## src/rtl/usb_port_wake_ctl.sv

```systemverilog
module usb_port_wake_ctl (
  input  logic       clk,
  input  logic       rst_n,
  input  logic       ev_attach,
  input  logic       ev_detach,
  input  logic       ev_resume_k,
  input  logic       oc_in,
  input  logic       low_power,
  input  logic       wr_en,
  input  logic       wr_sel,
  input  logic [7:0] wr_data,
  output logic       attached,
  output logic       enabled,
  output logic       suspended,
  output logic       resume_drive,
  output logic       oc_active,
  output logic       attach_chg,
  output logic       oc_chg,
  output logic       port_chg,
  output logic       pm_status,
  output logic       irq,
  output logic       wake_req
);

  logic oc_q, int_en, wk_att, wk_det, wk_oc;

  wire do_att   = ev_attach & ~attached;
  wire do_det   = ev_detach & attached;
  wire oc_rise  = oc_in & ~oc_q & attached;
  wire oc_fall  = ~oc_in & oc_active;
  wire do_res   = ev_resume_k & suspended & ~do_det;
  wire st_wr    = wr_en & ~wr_sel;
  wire ct_wr    = wr_en & wr_sel;
  wire ct_ok    = wr_data[0] & attached;
  wire wake_ev  = (do_att & wk_att) | (do_det & wk_det) | (oc_rise & wk_oc);

  assign irq = port_chg & int_en;

  always_ff @(posedge clk or negedge rst_n) begin
    if (!rst_n) begin
      oc_q <= 1'b0; int_en <= 1'b0; wk_att <= 1'b0; wk_det <= 1'b0; wk_oc <= 1'b0;
      attached <= 1'b0; enabled <= 1'b0; suspended <= 1'b0; resume_drive <= 1'b0;
      oc_active <= 1'b0; attach_chg <= 1'b0; oc_chg <= 1'b0; port_chg <= 1'b0;
      pm_status <= 1'b0; wake_req <= 1'b0;
    end else begin
      oc_q <= oc_in;
      if (ct_wr) begin
        int_en <= wr_data[3];
        wk_att <= wr_data[4];
        wk_det <= wr_data[5];
        wk_oc  <= wr_data[6];
      end

      if (do_att)      attached <= 1'b1;
      else if (do_det) attached <= 1'b0;

      if (do_det | oc_rise) enabled <= 1'b0;
      else if (ct_wr)       enabled <= ct_ok;

      if (do_det | oc_rise) suspended <= 1'b0;
      else if (ct_wr)       suspended <= wr_data[1] & ct_ok;

      if (do_det)      resume_drive <= 1'b0;
      else if (do_res) resume_drive <= 1'b1;
      else if (ct_wr)  resume_drive <= wr_data[2] & ct_ok;

      if (oc_rise)      oc_active <= 1'b1;
      else if (!oc_in)  oc_active <= 1'b0;

      if (oc_rise | oc_fall)         oc_chg <= 1'b1;
      else if (st_wr & wr_data[1])   oc_chg <= 1'b0;

      if (do_att | do_det)           attach_chg <= 1'b1;
      else if (st_wr & wr_data[0])   attach_chg <= 1'b0;

      if (do_att | do_det | oc_rise | oc_fall | do_res) port_chg <= 1'b1;
      else if (st_wr & wr_data[2])                      port_chg <= 1'b0;

      if (do_att | do_det | oc_rise) pm_status <= 1'b1;
      else if (st_wr & wr_data[3])   pm_status <= 1'b0;

      if (!low_power)   wake_req <= 1'b0;
      else if (wake_ev) wake_req <= 1'b1;
    end
  end

  a_r2_attach_sets: assert property (@(posedge clk) disable iff (!rst_n)
    (ev_attach && !attached) |=> (attached && attach_chg && port_chg && pm_status));
  a_r3_detach_clears: assert property (@(posedge clk) disable iff (!rst_n)
    (ev_detach && attached) |=> (!attached && !enabled && !suspended && attach_chg && port_chg));
  a_r4_oc_rise: assert property (@(posedge clk) disable iff (!rst_n)
    (oc_in && !oc_q && attached) |=> (oc_active && oc_chg && !enabled));
  a_r5_resume_sets: assert property (@(posedge clk) disable iff (!rst_n)
    (ev_resume_k && suspended && !ev_detach) |=> (resume_drive && port_chg));
  a_r7_irq_needs_chg: assert property (@(posedge clk) disable iff (!rst_n)
    !port_chg |-> !irq);
  a_r8_wake_in_low_power: assert property (@(posedge clk) disable iff (!rst_n)
    (wake_req && !$past(wake_req)) |-> $past(low_power));
  a_r10_enable_needs_attach: assert property (@(posedge clk) disable iff (!rst_n)
    enabled |-> attached);

endmodule

```

## config.mk

```make
export PLATFORM = sky130hd
export DESIGN_NAME = usb_port_wake_ctl
export DESIGN_NICKNAME = d
export VERILOG_FILES = /design/src/rtl/usb_port_wake_ctl.sv
export SDC_FILE = /design/constraint.sdc
export NUM_CORES = 1
export LEC_CHECK = 0
export BUFFER_PORTS_ARGS = -buffer_cell sky130_fd_sc_hd__buf_2
export CORE_UTILIZATION = 47
export DETAILED_ROUTE_END_ITERATION = 10
export GPL_TIMING_DRIVEN = 0
export MAX_ROUTING_LAYER = met4
export PLACE_DENSITY = 0.79
export SYNTH_ARGS = -nofsm -noshare
export SYNTH_HDL_FRONTEND = slang
export SYNTH_SLANG_ARGS = --single-unit
export TNS_END_PERCENT = 5
```

## constraint.sdc

```tcl
create_clock -name clk -period 2.3 [get_ports clk]
set_clock_uncertainty 0.05 [all_clocks]
set_input_delay 0.345 -clock clk [delete_from_list [all_inputs] [get_ports clk]]
set_output_delay 0.345 -clock clk [all_outputs]
set_load 0.02 [all_outputs]
```

==> run metrics <==
vias per cell=5.26; critical path class=reg -> out; Hold Violations, Final=0; largest net degree at the start of global routing=16; worst skew pair latency=between 0.2 and 0.3 ns; initial antenna violation count=0; Crit path max-delay family=flip-flops; Die H=slightly below 40 µm; mapped cell area=~640 µm²; layout cells sized above 1=42.2%; Clock transition at path regs=0.09 ns; number of standard cells after synthesis=59; hpwl dp=944 µm; area delta synth->final=29.1%; Inserted Clock Buffers=3; Post-Synth Adder-Cell Area=0%; Ys Warns=0; initial core utilization=53.7%; slowest cell on the critical path=dfrtp_1; max_slew headroom=between 70% and 80%; FMAX=around 720 MHz; Slew Limit Fails=0; Sink Count=15; unrepaired setup endpoints after global routing=false; syn avg cell area=between 10 and 15 µm²; XOR/XNOR Fraction of Synth Area=0%; Routed Antenna Nets=0; Vias=547; register area=roughly 380 µm²; Rows=12; # setup viols final=0; # resized after CTS=0; Design Area, Final=822 µm²; Worst path max stage delay=0.49 ns; initial drt markers=10; routed length per placed instance=roughly 12 µm; mux contribution to synthesized area=5.30%; max-cap viol count=0; Synth cell types=20; startpoint types=flip-flop; endpoint class of the critical path=output pin; Post-Place Cells=99; pwr dens=707 mW/mm²; Antenna Cells=0; PnR Total Power=581 µW; area of the multi-input gates=239 µm²; Hold Path Class=in -> reg; sequential fraction of the synthesis area=58.9%; Total Wirelength=1240 µm; worst-path maximum fanout=9; VDD IR-drop max=between 0.0004 and 0.0005 V; placed inst area=785 µm²; Worst-Margin Slew=0.329 ns; CTS max path bufs=2; Fillers=94; worst slack at placement=between 1 and 1.5 ns; H-tree levels=1; Post-Syn Nets=76; crit-path cells=buf_2; Synth Area in Simple Gates=18.5%; first-pass GRT wire length=1930 µm; Die W=38.8 µm; Util after Layout=roughly 69%; CP arrival=1.00 ns; crit share post-route=60.6%; fin nets=108; largest family of logic cells by synthesized area=simple AND/OR/NAND/NOR gates; outcome=finished, final reports clean; CP bufs+invs=1; post-synthesis register bit count=15; fin cells=104; core area=0.00119 mm²; CP required=between 1.5 and 2 ns; leakage power=about 0.42 nW; compound-cell area share of the yosys netlist=between 10% and 20%; DRC=0; number of global-route vias before repair=465; Total GRT Usage=20.2%; Final WS setup=0.905 ns; # IOs=28; WHS=0.165 ns; Placer Congestion=0.718; TritonCTS clock tree=yes; Post-Route Setup TNS=0 ns; First-pass DRT Iterations=4; IO Port Bufs=26; die area=0.00151 mm²; CTS root buffer=clkbuf_4; Final Critical Period=1.39 ns; global route overflow=0
==> repair_timing <==
action	in CTS	in global routing
endpoints found under the hold margin	15	0
hold buffers	1	0
buffers inserted	0	0
==> metal layers <==
metal,global-route usage (%),up-vias,wire (µm),part of all wire [%]
met5,-,-,0,0
met4,10.3,0,4,0.32
met3,5.20,2,101,8.2
met2,30.0,29,589,48
met1,25.3,252,541,44
li1,-,264,-,-
==> flip-flops by register name (all words and copies together) (netlist names) <==
name	count
attach_chg	1
attached	1
enabled	1
int_en	1
oc_active	1
oc_chg	1
oc_q	1
pm_status	1
port_chg	1
resume_drive	1
suspended	1
wake_req	1
wk_att	1
wk_det	1
wk_oc	1
==> logic make-up after synthesis <==
kind of cell / Yosys count
simple gates: 21
buf+inv: 6
compound gates: 14
flops: 15
mux: 3
==> report_power, final <==
group          internal (mW)  switching [mW]  leakage, nW  total, mW
combinational         0.0499          0.0711        0.230      0.121
sequential             0.292          0.0185        0.177      0.311
clock                 0.0646          0.0852       0.0177      0.150
==> final timing paths <==
check | cells after the start | startpoint | endpoint | slack, ns
worst min-delay path | 1 | oc_in | oc_q | 0.17
worst max register to register | 3 | attached | port_chg | 1.03
max in group asynchronous | 2 | rst_n | wk_det | 1.51
worst max-delay path | 1 | attached | attached | 0.91
min in group asynchronous | 2 | rst_n | resume_drive | 0.44
worst min register to register | 2 | int_en | int_en | 0.44
==> final cells by class <==
cell class | instances | share of cell area [%]
inverter | 6 | 2.74
sequential | 15 | 45.7
clock inverter | 1 | 0.609
timing repair buffer | 27 | 17.0
multi-input combinational | 38 | 29.1
tap | 14 | 2.13
clock buffer | 3 | 2.74
==> placed cells by master, fill, tap and decap left out <==
cell / netlist / final
nand2_1: 8 / 8
a21boi_0: 2 / 2
clkinv_2: 0 / 1
mux2_2: 3 / 3
and2_1: 1 / 1
nor2_1: 2 / 2
o22ai_1: 1 / 1
nand3_1: 2 / 2
a32oi_1: 1 / 1
a21oi_1: 4 / 4
nand2_2: 1 / 1
nand3b_1: 1 / 1
o31ai_2: 1 / 1
or2b_1: 1 / 1
nand4_1: 2 / 2
and2b_2: 1 / 1
clkbuf_4: 0 / 3
dfrtp_1: 15 / 15
inv_1: 6 / 6
o21ai_0: 5 / 5
and3b_2: 1 / 1
dlygate4sd3_1: 0 / 1
or3_4: 1 / 1
buf_2: 0 / 26
==> Yosys cell counts <==
cell type / instances / share of area (%)
a32oi_1: 1 / 1.4
o21ai_0: 5 / 3.9
a21boi_0: 2 / 2.4
mux2_2: 3 / 5.3
nand2_2: 1 / 0.98
or2b_1: 1 / 1.2
nand3b_1: 1 / 1.2
nand4_1: 2 / 2.0
o31ai_2: 1 / 2.0
nand2_1: 8 / 4.7
and2_1: 1 / 0.98
and2b_2: 1 / 1.4
a21oi_1: 4 / 3.1
and3b_2: 1 / 1.6
nand3_1: 2 / 1.6
nor2_1: 2 / 1.2
inv_1: 6 / 3.5
or3_4: 1 / 1.8
dfrtp_1: 15 / 59
o22ai_1: 1 / 0.98
(Power assumes the default switching activity.)
